$ cat src/rtl/ibl_pkg.sv
package ibl_pkg;

    // Code lengths of the two inband codes; the phase-free comparator
    // relies on each code holding exactly one mark per period.
    localparam int unsigned ACT_CODE_LEN = 5;
    localparam int unsigned REL_CODE_LEN = 3;
    localparam int unsigned DEF_RUN_LEN  = 1544000 * 5;

    typedef enum logic [1:0] {
        FLAG_HOLD  = 2'd0,
        FLAG_SET   = 2'd1,
        FLAG_CLR   = 2'd2,
        FLAG_FORCE = 2'd3
    } flag_op_e;

    typedef struct packed {
        logic act_hit;
        logic rel_hit;
    } code_ev_t;

    typedef struct packed {
        logic los;
        logic lpbk;
    } irq_pend_t;

    function automatic flag_op_e pick_op(input logic force_clr, input code_ev_t ev);
        if (force_clr)       return FLAG_FORCE;
        else if (ev.rel_hit) return FLAG_CLR;
        else if (ev.act_hit) return FLAG_SET;
        else                 return FLAG_HOLD;
    endfunction

endpackage

$ cat src/rtl/ibl_code_match.sv
module ibl_code_match #(
    parameter int unsigned CODE_LEN = 5,
    parameter int unsigned RUN_LEN  = 100
) (
    input  logic clk,
    input  logic rst,
    input  logic clear,
    input  logic bit_en,
    input  logic rx_bit,
    output logic hit
);
    localparam int unsigned CW = $clog2(RUN_LEN + 1);
    localparam logic [CW-1:0] LAST = CW'(RUN_LEN - 1);
    localparam logic [CW-1:0] FULL = CW'(RUN_LEN);

    logic [CODE_LEN-1:0] hist;
    logic [CODE_LEN-1:0] window;
    logic [CW-1:0]       run_cnt;
    logic                periodic;
    logic                one_mark;
    logic                good;

    assign window   = {hist[CODE_LEN-2:0], rx_bit};
    assign periodic = (rx_bit == hist[CODE_LEN-1]);
    assign one_mark = ($countones(window) == 1);
    assign good     = periodic && one_mark;
    assign hit      = bit_en && !clear && good && (run_cnt == LAST);

    always_ff @(posedge clk) begin
        if (rst || clear) begin
            hist    <= '0;
            run_cnt <= '0;
        end else if (bit_en) begin
            hist <= window;
            if (!good)
                run_cnt <= '0;
            else if (run_cnt != FULL)
                run_cnt <= run_cnt + 1'b1;
        end
    end

endmodule

$ cat src/rtl/ibl_flag_ctrl.sv
module ibl_flag_ctrl
    import ibl_pkg::*;
(
    input  logic     clk,
    input  logic     rst,
    input  logic     rloop_in,
    input  logic     lloop_in,
    input  code_ev_t ev,
    output logic     flag,
    output logic     toggle
);
    logic     rl_q;
    logic     ll_q;
    logic     force_clr;
    logic     flag_nxt;
    flag_op_e op;

    assign force_clr = (rloop_in && !rl_q) || (lloop_in && !ll_q);
    assign op        = pick_op(force_clr, ev);

    always_comb begin
        unique case (op)
            FLAG_SET:   flag_nxt = 1'b1;
            FLAG_CLR:   flag_nxt = 1'b0;
            FLAG_FORCE: flag_nxt = 1'b0;
            default:    flag_nxt = flag;
        endcase
    end

    assign toggle = (flag_nxt != flag);

    always_ff @(posedge clk) begin
        rl_q <= rloop_in;
        ll_q <= lloop_in;
        if (rst)
            flag <= 1'b0;
        else
            flag <= flag_nxt;
    end

endmodule

$ cat src/rtl/ibl_irq_ctrl.sv
module ibl_irq_ctrl
    import ibl_pkg::*;
(
    input  logic clk,
    input  logic rst,
    input  logic los_in,
    input  logic flag_toggle,
    input  logic clr_los,
    input  logic clr_lpbk,
    output logic irq_n,
    output logic irq_oe
);
    irq_pend_t pend;
    logic      los_q;
    logic      los_chg;

    assign los_chg = los_in ^ los_q;

    always_ff @(posedge clk) begin
        if (rst) begin
            los_q <= 1'b0;
            pend  <= '0;
        end else begin
            los_q <= los_in;
            if (los_chg)       pend.los <= 1'b1;
            else if (clr_los)  pend.los <= 1'b0;
            if (flag_toggle)   pend.lpbk <= 1'b1;
            else if (clr_lpbk) pend.lpbk <= 1'b0;
        end
    end

    assign irq_oe = |pend;
    assign irq_n  = ~(|pend);

endmodule

$ cat src/rtl/inband_loopback_det.sv
module inband_loopback_det
    import ibl_pkg::*;
#(
    parameter int unsigned RUN_LEN = DEF_RUN_LEN
) (
    input  logic clk,
    input  logic rst,
    input  logic bit_en,
    input  logic rx_bit,
    input  logic rloop_in,
    input  logic lloop_in,
    input  logic taos_in,
    input  logic los_in,
    input  logic clr_los,
    input  logic clr_lpbk,
    output logic lpbk_flag,
    output logic irq_n,
    output logic irq_oe
);
    localparam int unsigned NCODES = 2;
    localparam int unsigned CODE_LENS [NCODES] = '{ACT_CODE_LEN, REL_CODE_LEN};

    logic              det_en;
    logic [NCODES-1:0] hits;
    code_ev_t          ev;
    logic              flag_toggle;

    assign det_en = rloop_in && lloop_in && taos_in;

    for (genvar g = 0; g < NCODES; g++) begin : g_code
        ibl_code_match #(
            .CODE_LEN (CODE_LENS[g]),
            .RUN_LEN  (RUN_LEN)
        ) u_match (
            .clk    (clk),
            .rst    (rst),
            .clear  (!det_en),
            .bit_en (bit_en),
            .rx_bit (rx_bit),
            .hit    (hits[g])
        );
    end

    assign ev.act_hit = hits[0];
    assign ev.rel_hit = hits[1];

    ibl_flag_ctrl u_flag (
        .clk      (clk),
        .rst      (rst),
        .rloop_in (rloop_in),
        .lloop_in (lloop_in),
        .ev       (ev),
        .flag     (lpbk_flag),
        .toggle   (flag_toggle)
    );

    ibl_irq_ctrl u_irq (
        .clk         (clk),
        .rst         (rst),
        .los_in      (los_in),
        .flag_toggle (flag_toggle),
        .clr_los     (clr_los),
        .clr_lpbk    (clr_lpbk),
        .irq_n       (irq_n),
        .irq_oe      (irq_oe)
    );

endmodule

$ cat config.mk
export PLATFORM = sky130hd
export DESIGN_NAME = inband_loopback_det
export DESIGN_NICKNAME = d
export VERILOG_FILES = /design/src/rtl/ibl_pkg.sv /design/src/rtl/ibl_code_match.sv /design/src/rtl/ibl_flag_ctrl.sv /design/src/rtl/ibl_irq_ctrl.sv /design/src/rtl/inband_loopback_det.sv
export SDC_FILE = /design/constraint.sdc
export NUM_CORES = 1
export LEC_CHECK = 0
export BUFFER_PORTS_ARGS = -buffer_cell sky130_fd_sc_hd__clkbuf_2
export CAP_MARGIN = 25
export CORE_ASPECT_RATIO = 0.75
export CORE_MARGIN = 2
export CORE_UTILIZATION = 29
export CTS_BUF_LIST = sky130_fd_sc_hd__clkbuf_2 sky130_fd_sc_hd__clkbuf_4 sky130_fd_sc_hd__clkbuf_8
export CTS_CLUSTER_SIZE = 8
export DETAILED_ROUTE_END_ITERATION = 7
export GPL_ROUTABILITY_DRIVEN = 0
export PLACE_DENSITY_LB_ADDON = 0.2
export SLEW_MARGIN = 10
export SYNTH_ARGS = -nofsm -noshare
export SYNTH_HDL_FRONTEND = slang
export SYNTH_HIERARCHICAL = 1
export SYNTH_SLANG_ARGS = --single-unit
export TNS_END_PERCENT = 50
$ cat constraint.sdc
create_clock -name clk -period 3.2 [get_ports clk]
set_input_delay 0.32 -clock clk [delete_from_list [all_inputs] [get_ports clk]]
set_output_delay 0.32 -clock clk [all_outputs]
set_load 0.01 [all_outputs]
==> metrics.cfg <==
[cts]
clock_latency_ns = 0.37
clk_pin_slew_ns = 0.07
cts-root-buf = clkbuf_8
htree_levels = 3
clk_path_buf_depth = 2
cts_tree = yes
numClockSinks = 60
numCtsBuffers = 9
post-cts-setup-buffers = 0

[grt]
grt_overflow_total = 0
use_met3_pct = 4.49
grt.met1_usage_pct = 21.4
grt_busiest_layer = met2
antenna_found_initial = 0
grt_pass1_vias = 2988
globalRouteTotalUtil_pct = 15.0
grt_max_degree = 30
use_met2_pct = 21.5
grt_pass1_wl_um = 15100

[detailed_routing]
drcViolationCount = 0
viasPerCell = 5.18
routed_wl_um = 8800
drtIter0Drc = 177
drt-wirelength-per-cell_um = 14.5
ant_nets = 0
vias = 3147
firstDrtPassIters = 4

[logic_synthesis]
synth-seq-cells = 60
ys.flop_type = dfxtp_1
synth_edf_count = 0
yosysUniqueCellTypes = 60
syn_area_um2 = 3420
synth-async-reset-ratio_pct = 0
yosysWarnings = 6
syn-num-nets = 441
synth_cells = 423
ys_seq_area_share_pct = 35.1
avgSynthCellArea_um2 = 8.09

[timing]
period_share_pct = 90.0
post-route-min-period_ns = 2.88
relSlewSlack_pct = 57.1
rsz0062_at_grt = false
worst_pin_slew_ns = 0.638
fin_tns_setup_ns = 0
slew_violations = 0
hold_viol_final = 0
skew_ns = 0.0142
setup_viol = 0
fmax_ghz = 0.347

[finish]
mostFrequentLayoutCells = dfxtp_1 (60), nor2_1 (47), a21oi_1 (38)
area_growth_pct = 13.2
mostFrequentLayoutCell = dfxtp_1
diodes = 0
fin_area_um2 = 3870
fillers = 1218
drive_gt1_share_pct = 13.3
fin_nets = 458

[floorplan]
die_h_um = 98.1
ios = 13
coreArea_um2 = 11500
dieWidth_um = 129
initial_core_util_pct = 29.7
die-area_um2 = 12700
row_count = 34

[pwr]
combPwrFrac_pct = 6.7
swShare_pct = 26.1
power_frac_seq_pct = 50.9
ir_drop_uv = 178
leakagePower_nw = 1.28
p_per_area_nw_per_um2 = 381
intPower_mw = 1.09
p_total_mw = 1.48
switchingPower_uw = 386
clkPwrFrac_pct = 42.4

[worst_setup_path]
path_max_fanout = 3
crit_chain = inv_1, fa_1, fa_1, inv_1, ha_1, nor3_2, nand3b_1, or3_1, nor2_1, nor2b_1, mux2_1, inv_1, a21oi_1
crit_arrival_ns = 3.17
cp-end-kind = flip-flop
start_kind = flip-flop
path_buf_inv = 3
crit_type = reg2reg
critPathSlowestCell = fa_1
cp_common_cell = inv_1
cp.required_ns = 3.49
slowest_delay_ns = 0.47
cp_top_family = adder cells

[placed_design]
place_area_um2 = 3700
hpwl_um = 6070
port_buffers = 12

[outcome]
outcome = complete, no violations

[flow_run]
drv_cap = 0

[worst_hold_path]
hold_path.class = in2reg

==> path summary, 6_finish.rpt <==
kind	startpoint	endpoint	slack [ns]	depth (start not counted)
worst max-delay path	g_code[0].u_match/hist[0]	u_irq/pend[0]	0.32	13
worst min register to register	g_code[1].u_match/run_cnt[22]	g_code[1].u_match/run_cnt[22]	0.47	2
worst min-delay path	rloop_in	u_flag/rl_q	0.11	1
worst max register to register	g_code[0].u_match/hist[0]	u_irq/pend[0]	0.32	13
==> flip-flops by register name (all words and copies together) (netlist names) <==
name and flops:
g_code.u_match/run_cnt 46, u_flag/ll_q 1, u_irq/los_q 1, u_flag/flag 1
u_irq/pend 2, u_flag/rl_q 1, g_code.u_match/hist 8
==> power groups by stage <==
stage	Clock [mW]	Combinational (mW)	Sequential [mW]
after global routing	0.686	0.111	0.751
after floorplan	0	0.0589	0.768
after detailed placement	0	0.0981	0.769
after global placement	0	0.0982	0.769
after CTS	0.643	0.0983	0.751
final	0.626	0.0983	0.752
==> layout make-up <==
type | instances | area (um2) | share of cell area (%)
Inverter | 24 | 90.1 | 2.33
Multi-Input combinational cell | 323 | 2070 | 53.5
Tap cell | 162 | 203 | 5.23
Sequential cell | 60 | 1200 | 31.0
Clock inverter | 5 | 27.5 | 0.711
Clock buffer | 11 | 145 | 3.75
Timing Repair Buffer | 22 | 135 | 3.49
==> cell families after synthesis <==
logic type	share of synthesized area (%)
xor gates and xnor gates	0.768
muxes	2.96
and+or+nand+nor	34.7
DFF	35.1
buffers and inverters	4.46
adders and majority gates	3.58
AOI/OAI and AO/OA	18.4
==> stage by stage <==
step / setup slack [ns] / std cells / hold WS, ns / util, %
after floorplan: 0.358 / 423 / 0.348 / -
after detailed placement: 0.104 / 591 / 0.464 / 32.1
final: 0.319 / 607 / 0.109 / 33.6
after global placement: 0.134 / 591 / 0.456 / 32.1
after global routing: 0.0844 / 607 / 0.0936 / 33.6
after CTS: 0.189 / 607 / 0.0884 / 33.6
==> synth_stat cells (all sizes together) (2+ instances only) <==
cell type	count	area share, %
a21oi	39	5.8
a22o	6	1.5
a22oi	4	0.88
a31oi	8	1.5
a41oi	2	0.51
and2	2	0.37
and3	8	1.5
and4	3	0.84
buf	3	0.40
clkbuf	13	1.4
dfxtp	60	35
fa	3	1.8
ha	5	1.8
inv	24	2.6
mux2i	9	2.6
nand2	25	2.7
nand2b	6	1.1
nand3	24	3.7
nand3b	11	2.4
nand4	23	5.3
nand4b	3	0.77
nor2	47	5.2
nor2b	5	0.91
nor3	8	1.3
nor3b	3	0.80
nor4	14	3.5
nor4b	2	0.51
o21ai	30	4.4
or2	2	0.37
or3	8	1.5
or4	4	1.1
xnor2	2	0.51
==> timing repair <==
action | in CTS | in global routing
hold buffers | 0 | 0
gates resized for setup | 0 | 1
setup endpoints to repair | 0 | 1
==> metal layers <==
| layer | wire length [um] | share of wire, % | up-vias |
|---|---|---|---|
| met4 | 130 | 1.5 | 0 |
| met5 | 0 | 0 | - |
| li1 | - | - | 1596 |
| met3 | 351 | 4.0 | 14 |
| met1 | 4620 | 53 | 1493 |
| met2 | 3690 | 42 | 44 |
(Power assumes the default switching activity.)
